## src/rtl/spi_lane_pkg.sv

```systemverilog
package spi_lane_pkg;

  typedef enum logic [1:0] {
    LANE_X1 = 2'd0,
    LANE_X2 = 2'd1,
    LANE_X4 = 2'd2
  } lane_e;

  typedef enum logic [1:0] {
    PH_IDLE = 2'd0,
    PH_LOW  = 2'd1,
    PH_HIGH = 2'd2
  } phase_e;

  localparam int BYTE_W = 8;
  localparam int CLK_W  = 4;

  // sck clocks needed for one byte in each lane mode
  function automatic logic [CLK_W-1:0] lane_clocks(input lane_e m);
    case (m)
      LANE_X2: lane_clocks = CLK_W'(4);
      LANE_X4: lane_clocks = CLK_W'(2);
      default: lane_clocks = CLK_W'(8);
    endcase
  endfunction

endpackage

```

## src/rtl/half_period_timer.sv

```systemverilog
module half_period_timer #(
  parameter int DIV_W = 8
) (
  input  logic             clk,
  input  logic             rst_n,
  input  logic             arm,
  input  logic [DIV_W-1:0] div_in,
  input  logic             run,
  output logic             expire
);

  logic [DIV_W-1:0] reload_q, reload_d;
  logic [DIV_W-1:0] cnt_q, cnt_d;
  logic [DIV_W-1:0] arm_val;

  // a zero divider behaves as one system clock per half period
  assign arm_val = (div_in == '0) ? '0 : div_in - DIV_W'(1);
  assign expire  = run && (cnt_q == '0);

  always_comb begin
    reload_d = reload_q;
    cnt_d    = cnt_q;
    if (arm) begin
      reload_d = arm_val;
      cnt_d    = arm_val;
    end else if (run) begin
      cnt_d = (cnt_q == '0) ? reload_q : cnt_q - DIV_W'(1);
    end
  end

  always_ff @(posedge clk or negedge rst_n) begin
    if (!rst_n) begin
      reload_q <= '0;
      cnt_q    <= '0;
    end else if (arm || run) begin
      reload_q <= reload_d;
      cnt_q    <= cnt_d;
    end
  end

  AST_COUNT_WITHIN_RELOAD: assert property (@(posedge clk) disable iff (!rst_n)
    run |-> (cnt_q <= reload_q));

endmodule

```

## src/rtl/shift_sequencer.sv

```systemverilog
module shift_sequencer
  import spi_lane_pkg::*;
(
  input  logic       clk,
  input  logic       rst_n,
  input  logic       start,
  input  logic [1:0] lane_sel,
  input  logic       expire,
  output logic       accept,
  output logic       busy,
  output logic       sck,
  output logic       done,
  output logic       shift_en,
  output logic       sample_en,
  output logic       finish
);

  phase_e           state_q, state_d;
  logic [CLK_W-1:0] left_q, left_d;
  logic             done_q;
  logic             mode_ok;

  assign mode_ok = (lane_sel != 2'd3);
  assign accept  = (state_q == PH_IDLE) && start && mode_ok;
  assign busy    = (state_q != PH_IDLE);
  assign sck     = (state_q == PH_HIGH);
  assign done    = done_q;

  always_comb begin
    state_d   = state_q;
    left_d    = left_q;
    shift_en  = 1'b0;
    sample_en = 1'b0;
    finish    = 1'b0;
    case (state_q)
      PH_IDLE: begin
        if (accept) begin
          state_d = PH_LOW;
          left_d  = lane_clocks(lane_e'(lane_sel)) - CLK_W'(1);
        end
      end
      PH_LOW: begin
        if (expire) begin
          state_d   = PH_HIGH;
          sample_en = 1'b1;
        end
      end
      PH_HIGH: begin
        if (expire) begin
          if (left_q == '0) begin
            state_d = PH_IDLE;
            finish  = 1'b1;
          end else begin
            state_d  = PH_LOW;
            left_d   = left_q - CLK_W'(1);
            shift_en = 1'b1;
          end
        end
      end
      default: state_d = PH_IDLE;
    endcase
  end

  always_ff @(posedge clk or negedge rst_n) begin
    if (!rst_n) begin
      state_q <= PH_IDLE;
      left_q  <= '0;
      done_q  <= 1'b0;
    end else begin
      state_q <= state_d;
      left_q  <= left_d;
      done_q  <= finish;
    end
  end

  AST_DONE_SINGLE_CYCLE: assert property (@(posedge clk) disable iff (!rst_n)
    done |=> !done);
  AST_CLOCK_COUNT_RANGE: assert property (@(posedge clk) disable iff (!rst_n)
    busy |-> (left_q <= CLK_W'(7)));
  AST_START_WHILE_BUSY: assert property (@(posedge clk) disable iff (!rst_n)
    (busy && !expire) |=> ($stable(left_q) && busy));

endmodule

```

## src/rtl/lane_shift_path.sv

```systemverilog
module lane_shift_path
  import spi_lane_pkg::*;
(
  input  logic             clk,
  input  logic             rst_n,
  input  logic             accept,
  input  logic [1:0]       lane_sel,
  input  logic             dir_rd,
  input  logic [BYTE_W-1:0] tx_byte,
  input  logic             busy,
  input  logic             shift_en,
  input  logic             sample_en,
  input  logic             finish,
  input  logic [3:0]       io_in,
  output logic [3:0]       io_out,
  output logic [3:0]       io_oe,
  output logic [BYTE_W-1:0] rx_byte
);

  lane_e             mode_q, mode_d;
  logic              rd_q, rd_d;
  logic [BYTE_W-1:0] tx_q, tx_d;
  logic [BYTE_W-1:0] acc_q, acc_d;
  logic [BYTE_W-1:0] rx_q, rx_d;
  logic              load_en;

  assign load_en = accept || shift_en || sample_en || finish;

  always_comb begin
    mode_d = mode_q;
    rd_d   = rd_q;
    tx_d   = tx_q;
    acc_d  = acc_q;
    rx_d   = rx_q;
    if (accept) begin
      mode_d = lane_e'(lane_sel);
      rd_d   = dir_rd;
      tx_d   = tx_byte;
      acc_d  = '0;
    end
    if (shift_en) begin
      case (mode_q)
        LANE_X2: tx_d = {tx_q[BYTE_W-3:0], 2'b00};
        LANE_X4: tx_d = {tx_q[BYTE_W-5:0], 4'b0000};
        default: tx_d = {tx_q[BYTE_W-2:0], 1'b0};
      endcase
    end
    if (sample_en) begin
      case (mode_q)
        LANE_X2: acc_d = {acc_q[BYTE_W-3:0], io_in[1:0]};
        LANE_X4: acc_d = {acc_q[BYTE_W-5:0], io_in};
        default: acc_d = {acc_q[BYTE_W-2:0], io_in[1]};
      endcase
    end
    if (finish && rd_q) begin
      rx_d = acc_q;
    end
  end

  always_ff @(posedge clk or negedge rst_n) begin
    if (!rst_n) begin
      mode_q <= LANE_X1;
      rd_q   <= 1'b0;
      tx_q   <= '0;
      acc_q  <= '0;
      rx_q   <= '0;
    end else if (load_en) begin
      mode_q <= mode_d;
      rd_q   <= rd_d;
      tx_q   <= tx_d;
      acc_q  <= acc_d;
      rx_q   <= rx_d;
    end
  end

  assign rx_byte = rx_q;

  // pin drive: idle keeps the single output line low and enabled
  always_comb begin
    io_out = 4'b0000;
    io_oe  = 4'b0001;
    if (busy) begin
      case (mode_q)
        LANE_X2: begin
          io_oe  = rd_q ? 4'b0000 : 4'b0011;
          io_out = rd_q ? 4'b0000 : {2'b00, tx_q[BYTE_W-1 -: 2]};
        end
        LANE_X4: begin
          io_oe  = rd_q ? 4'b0000 : 4'b1111;
          io_out = rd_q ? 4'b0000 : tx_q[BYTE_W-1 -: 4];
        end
        default: begin
          io_oe  = 4'b0001;
          io_out = {3'b000, (rd_q ? 1'b0 : tx_q[BYTE_W-1])};
        end
      endcase
    end
  end

  AST_READ_LINE_LOW: assert property (@(posedge clk) disable iff (!rst_n)
    (busy && rd_q && mode_q == LANE_X1) |-> (io_out == 4'b0000));
  AST_RX_HELD_ON_WRITE: assert property (@(posedge clk) disable iff (!rst_n)
    (finish && !rd_q) |=> $stable(rx_q));

endmodule

```

## src/rtl/spi_multilane_shifter.sv

```systemverilog
module spi_multilane_shifter
  import spi_lane_pkg::*;
#(
  parameter int DIV_W = 8
) (
  input  logic             clk,
  input  logic             rst_n,
  input  logic [DIV_W-1:0] half_div,
  input  logic             start,
  input  logic [1:0]       lane_sel,
  input  logic             dir_rd,
  input  logic [7:0]       tx_byte,
  output logic             busy,
  output logic             done,
  output logic [7:0]       rx_byte,
  output logic             sck,
  output logic [3:0]       io_out,
  output logic [3:0]       io_oe,
  input  logic [3:0]       io_in
);

  logic [1:0] rst_sync_q;
  logic       rst_core_n;
  logic       accept, expire, shift_en, sample_en, finish;

  // asynchronous assertion, synchronous release
  always_ff @(posedge clk or negedge rst_n) begin
    if (!rst_n) rst_sync_q <= 2'b00;
    else        rst_sync_q <= {rst_sync_q[0], 1'b1};
  end
  assign rst_core_n = rst_sync_q[1];

  half_period_timer #(.DIV_W(DIV_W)) u_timer (
    .clk    (clk),
    .rst_n  (rst_core_n),
    .arm    (accept),
    .div_in (half_div),
    .run    (busy),
    .expire (expire)
  );

  shift_sequencer u_seq (
    .clk       (clk),
    .rst_n     (rst_core_n),
    .start     (start),
    .lane_sel  (lane_sel),
    .expire    (expire),
    .accept    (accept),
    .busy      (busy),
    .sck       (sck),
    .done      (done),
    .shift_en  (shift_en),
    .sample_en (sample_en),
    .finish    (finish)
  );

  lane_shift_path u_path (
    .clk       (clk),
    .rst_n     (rst_core_n),
    .accept    (accept),
    .lane_sel  (lane_sel),
    .dir_rd    (dir_rd),
    .tx_byte   (tx_byte),
    .busy      (busy),
    .shift_en  (shift_en),
    .sample_en (sample_en),
    .finish    (finish),
    .io_in     (io_in),
    .io_out    (io_out),
    .io_oe     (io_oe),
    .rx_byte   (rx_byte)
  );

  AST_IDLE_CLOCK_LOW: assert property (@(posedge clk) disable iff (!rst_core_n)
    !busy |-> !sck);
  AST_DATA_STABLE_HIGH: assert property (@(posedge clk) disable iff (!rst_core_n)
    (sck && $past(sck)) |-> $stable(io_out));
  AST_DONE_AFTER_BUSY: assert property (@(posedge clk) disable iff (!rst_core_n)
    done |-> ($past(busy) && !busy));

endmodule

```

## config.mk

```make
export PLATFORM = sky130hd
export DESIGN_NAME = spi_multilane_shifter
export DESIGN_NICKNAME = d
export VERILOG_FILES = /design/src/rtl/spi_lane_pkg.sv /design/src/rtl/half_period_timer.sv /design/src/rtl/shift_sequencer.sv /design/src/rtl/lane_shift_path.sv /design/src/rtl/spi_multilane_shifter.sv
export SDC_FILE = /design/constraint.sdc
export NUM_CORES = 1
export LEC_CHECK = 0
export ABC_CLOCK_PERIOD_IN_PS = 2300
export BUFFER_PORTS_ARGS = -buffer_cell sky130_fd_sc_hd__buf_2
export CORE_MARGIN = 4
export CORE_UTILIZATION = 26
export CTS_CLUSTER_SIZE = 40
export DETAILED_ROUTE_END_ITERATION = 10
export GPL_TIMING_DRIVEN = 0
export RECOVER_POWER = 25
export SYNTH_ARGS = -nofsm -noshare
export SYNTH_HDL_FRONTEND = slang
export SYNTH_SLANG_ARGS = --single-unit
```

## constraint.sdc

```tcl
create_clock -name clk -period 2.3 [get_ports clk]
set_clock_uncertainty 0.2 [all_clocks]
set_input_delay 0.23 -clock clk [delete_from_list [all_inputs] [get_ports clk]]
set_output_delay 0.23 -clock clk [all_outputs]
set_load 0.005 [all_outputs]
```

# Word-level counts from Yosys, hierarchy flattened

Index checks and enable logic that the tools add are counted.
Widths: inputs -> output; s select.

$add $sub $neg: 4
Multiply operators: 0
Divide/modulo/power cells: 0
Order comparisons: 0
Equal/unequal tests: 11
Shift operators: 0
Mux-type cells: 39
Bitwise gates (word level): 0
Reduce and logical (&&, ||, !) cells: 25

Operators with widths:

| operator            | number |
|---|---|
| $mux 8              | 8 |
| $mux 4              | 9 |
| $pmux 4 s2          | 4 |
| $pmux 8 s2          | 2 |
| $logic_not 8->1     | 2 |
| $sub 8x1->8 const B | 2 |
| $reduce_and 2->1    | 6 |
| $mux 1              | 10 |
| $mux 2              | 5 |
| $reduce_bool 2->1   | 5 |
| $ne 2x2->1 const B  | 4 |
| $sub 4x1->4 const B | 2 |
| $eq 2x1->1 const B  | 3 |
| $eq 2x2->1 const B  | 3 |
| $pmux 2 s3          | 1 |
| $logic_and 1x1->1   | 4 |
| $logic_not 4->1     | 1 |
| $logic_or 1x1->1    | 4 |
| $reduce_and 4->1    | 1 |
| $reduce_and 3->1    | 1 |
| $logic_not 2->1     | 1 |
| $ne 2x1->1 const B  | 1 |

Register bits: 52
Bits in latches: 0
Bits in writable memories: 0
Bits in read-only memories: 0
Output and inout bits: 19
Memories: 0

# Depth between registers and ports, before layout

Depth after elaboration: 8
Mapped depth: 8
Mapped depth without buffers: 6

# Hierarchy

Synthesis repeated with hierarchy kept, for this count alone.

Cells, all modules: 318
Area total of the unflattened synthesis: 3194.3 µm²

Modules (own cells, without submodules):

| module                | instances | cells each | area each (µm²) | seq. area each (µm²) |
|---|---|---|---|---|
| lane_shift_path       | 1         | 143        | 1505.2          | 675.6 |
| half_period_timer     | 1         | 117        | 1089.8          | 400.4 |
| shift_sequencer       | 1         | 55         | 545.5           | 175.2 |
| spi_multilane_shifter | 1         | 3          | 53.8            | 50.0 |

# Least setup slack after synthesis

Ideal clock, no wire load.

Path kind: register to register
Start point: reg u_timer.cnt_q[0]
End point: reg u_seq.left_q[0]
Arrival time: 1.850 ns
Required time: 1.975 ns
Slack: 0.125 ns
Stages on the path, launching flop included: 7
Buffers on the path: 0
Period minus slack after synthesis: 2.175 ns
Cells stage by stage: dfrtp_1 -> inv_1 -> ha_1 -> or4b_4 -> nor4_4 -> nor2_2 -> mux2_4

Cells in the longest elaborated chain, start to end: 4

RTL lines:

| what                       | line                    | source |
|---|---|---|
| start, declared            | half_period_timer.sv:13 | `logic [DIV_W-1:0] cnt_q, cnt_d;` |
| start signal, assigned     | half_period_timer.sv:37 | `cnt_q <= cnt_d;` |
| $logic_not 8->1            | half_period_timer.sv:18 | `assign expire = run && (cnt_q == '0);` |
| $logic_and 1x1->1          | half_period_timer.sv:18 |  |
| $ne 2x1->1 (no line)       | -                       |  |
| $reduce_and 4->1 (no line) | -                       |  |
| end signal, assigned       | shift_sequencer.sv:71   | `left_q <= left_d;` |
| end, declared              | shift_sequencer.sv:19   | `logic [CLK_W-1:0] left_q, left_d;` |

No other way between the ends.
A chain may end at the register's enable or synchronous reset.

# Final worst setup path

Start point: reg u_timer.cnt_q[0]
End point: reg u_path.tx_q[1]

Cells in the longest elaborated chain, start to end: 8
Elaborated cells on any way between the ends: 14
Classes of those cells: mux: 7; reduce/logical: 7

RTL lines:

| what                           | line                    | source |
|---|---|---|
| $logic_not 8->1 (*)            | half_period_timer.sv:18 |  |
| $logic_and 1x1->1 (*)          | half_period_timer.sv:18 |  |
| $mux 1                         | shift_sequencer.sv:49   | `if (expire) begin` |
| $mux 1                         | shift_sequencer.sv:35   | `case (state_q)` |
| $logic_or 1x1->1 (3 in series) | lane_shift_path.sv:27   | `assign load_en = accept \|\| shift_en \|\| sample_en \|\| finish;` |
| $reduce_and 2->1 (no line)     | -                       |  |
| end signal, assigned           | lane_shift_path.sv:70   | `tx_q <= tx_d;` |
| end, declared                  | lane_shift_path.sv:22   | `logic [BYTE_W-1:0] tx_q, tx_d;` |

Mark *: on every way between the ends. The rest lies on a longest branch, timed or not.

==> run summary <==
Worst-Margin Slew: 0.938 ns
Status: completed
Sequential fraction of the synthesis area: 44.1%
Setup_tns: 0 ns
Pwr Total: 4.08 mW
Most used DFF post-synth: dfrtp_1
Layout fillers: 1,122
Most frequent cells in the layout: nand2_1, dfrtp_1, buf_2
Die ar.: 13,100 um^2
Reg-to-Reg End: u_path.tx_q[1]
Clock Tree Buf Depth: 2
CP arrival: 2.23 ns
GPL Wtd Cong: 0.858
Clk slew on worst S/H paths: 0.07 ns
Final setup violation count: 0
Crit path capture type: flop
CP Capture Point: u_path.tx_q[1]
Syn. warnings: 0
Port bufs: 44
Fmax: 443 MHz
1st-pass router iterations: 4
DRT antenna net count: 0
Clock Latency Late Sink: 0.29 ns
Clock sinks: 52
Num CTS Buffers: 5
Horiz. Die Dim: 115 um
Drt via density: 4.95
Initial Util: 26.9%
CTS tree: built
Synth top area share: 44.1%
Fin nets: 418
Seq cells post-synth: 52
Post-Syn Area: 2950 um^2
Total gr overflow: 0
Largest net degree at the start of global routing: 38
Vias in the first global route: 2,531
Hold Slack: 0.0384 ns
Cell leakage power: 1.76 nW
DP HPWL: 5460 um
Peak VDD IR: 0.569 mV
Root Driver: clkbuf_16
Core footprint: 11,000 um^2
Net Count, Synth: 354
Drt initial violations: 115
Crit path required time: 2.28 ns
# IOs: 45
Critical path type: reg2reg
Critical path fanouts, max: 5
Syn Area/Cell: 9.28 um^2
EDFF count, synth: 0
Synth cell types: 51
GRT Total Usage: 11.6%
Post-Layout Cell Count: 523
Ys async rst share: 100%
DR vias: 2,589
Main area contributors after synthesis: dfrtp_1, nand2_1, o21ai_0
Die height: 115 um
H-tree levels: 2
Final Critical Period: 2.26 ns
Initial antenna violation count: 0
RSZ-0062 raised after global routing: true
Cells after Synth: 318
Commonest non-fill, non-tap cell in the layout: nand2_1
Diodes inserted: 0
Max Cap Viol: 0
R2r setup slk: 0.04 ns
Startpoint class of the critical path: flop
Slew margin rel.: 37.4%
Placement Rows: 38
Avg WL per Cell: 14.5 um
Area Growth Syn to Fin: 26.0%
Reg2reg path depth: 7
Pwr dens: 1100 nW/um^2
Final hold violation count: 0
Worst Setup SP: u_timer.cnt_q[0]
DRC viols: 0
Reg2reg start: u_timer.cnt_q[0]
Final period utilization: 98.1%
Yosys top cell by area: dfrtp_1
First-pass GRT wire length: 12,400 um
Max-slew violation count: 0
Worst min-delay path class: in2reg
Dpl cells: 503
Final WL: 7580 um
Layout cells sized above 1: 27.4%
-- worst max-delay path, cell delays in order (launching register included) --
cell     delay [ns]
dfrtp_1        0.42
inv_2          0.10
ha_4           0.11
or4b_4         0.52
nor4_4         0.22
buf_4          0.18
nor2_4         0.06
a221o_1        0.33
-- through the flow --
stage               setup slack, ns  area (um^2)  util [%]
floorplan                     0.125         2950         -
global placement             -0.227         3350      30.5
detailed placement           -0.218         3370      30.7
CTS                         -0.0642         3610      32.8
global route                -0.0567         3720      33.9
finish                       0.0444         3720      33.9
-- cell type report --
cell class	instances	area [um^2]	share of cell area, %
multi-input cells	232	1600	43.0
flip-flops and latches	52	1300	35.0
inverters	14	52.6	1.41
repair buffers	61	359	9.65
clock inverters	1	7.51	0.202
clock buffers	7	143	3.83
well taps	140	175	4.71
plain buffers	16	81.3	2.19
-- power breakdown --
group          switching [mW]  internal (mW)
logic                   0.985          0.819
clock network           0.326          0.434
registers               0.291           1.23
-- cells by family after synthesis --
family	synth area share (%)
simple gates	17.9
compound gates	20.2
flops	44.1
buf+inv	4.66
mux	6.99
fa+ha+maj	4.24
xor+xnor	1.78
other cells	0.127
-- flip-flops by register name (all words and copies together) (netlist names), 2 cells and up --
| signal | count |
|---|---|
| rst_sync_q | 2 |
| u_path.acc_q | 8 |
| u_path.mode_q | 2 |
| u_path.rx_byte | 8 |
| u_path.tx_q | 8 |
| u_seq.left_q | 4 |
| u_seq.state_q | 2 |
| u_timer.cnt_q | 8 |
| u_timer.reload_q | 8 |
-- worst min path at each step --
stage                           from        endpoint  slack (ns)  cells after the start
final                     tx_byte[5]  u_path.tx_q[5]        0.04                      3
after global routing      tx_byte[7]  u_path.tx_q[7]        0.05                      3
after CTS                 tx_byte[7]  u_path.tx_q[7]        0.04                      3
after detailed placement       rst_n   rst_sync_q[0]       -0.18                      1
after global placement         rst_n   rst_sync_q[1]       -0.18                      1
after floorplan                rst_n   rst_sync_q[0]       -0.27                      0
-- what timing repair did --
action / 4_1_cts / 5_1_grt
hold endpoints to repair: 19 / 0
hold buffers: 6 / 0
resized for setup: 10 / 20
buffers inserted: 1 / 9
pin swaps: 1 / 6
endpoints found under the setup margin: 49 / 39
-- synth_stat cells, types with 5 or more instances --
library cell	number
a21oi_1	9
mux2i_1	9
nand2_1	52
nor3_1	9
o21ai_0	38
dfrtp_1	52
xnor2_1	5
a21o_1	6
a22oi_1	12
inv_1	14
mux2_2	9
o211ai_1	5
clkbuf_1	14
nor2_1	12
ha_1	10
buf_2	5
-- metal layers --
metal	global-route usage, %	vias to the layer above	part of all wire, %	wire length, um
li1	-	1255	-	-
met3	2.54	7	5.8	437
met1	15.6	1258	46	3450
met2	18.9	69	48	3610
met5	0	-	0	0
met4	3.01	0	1.0	79
(Power assumes the default switching activity.)
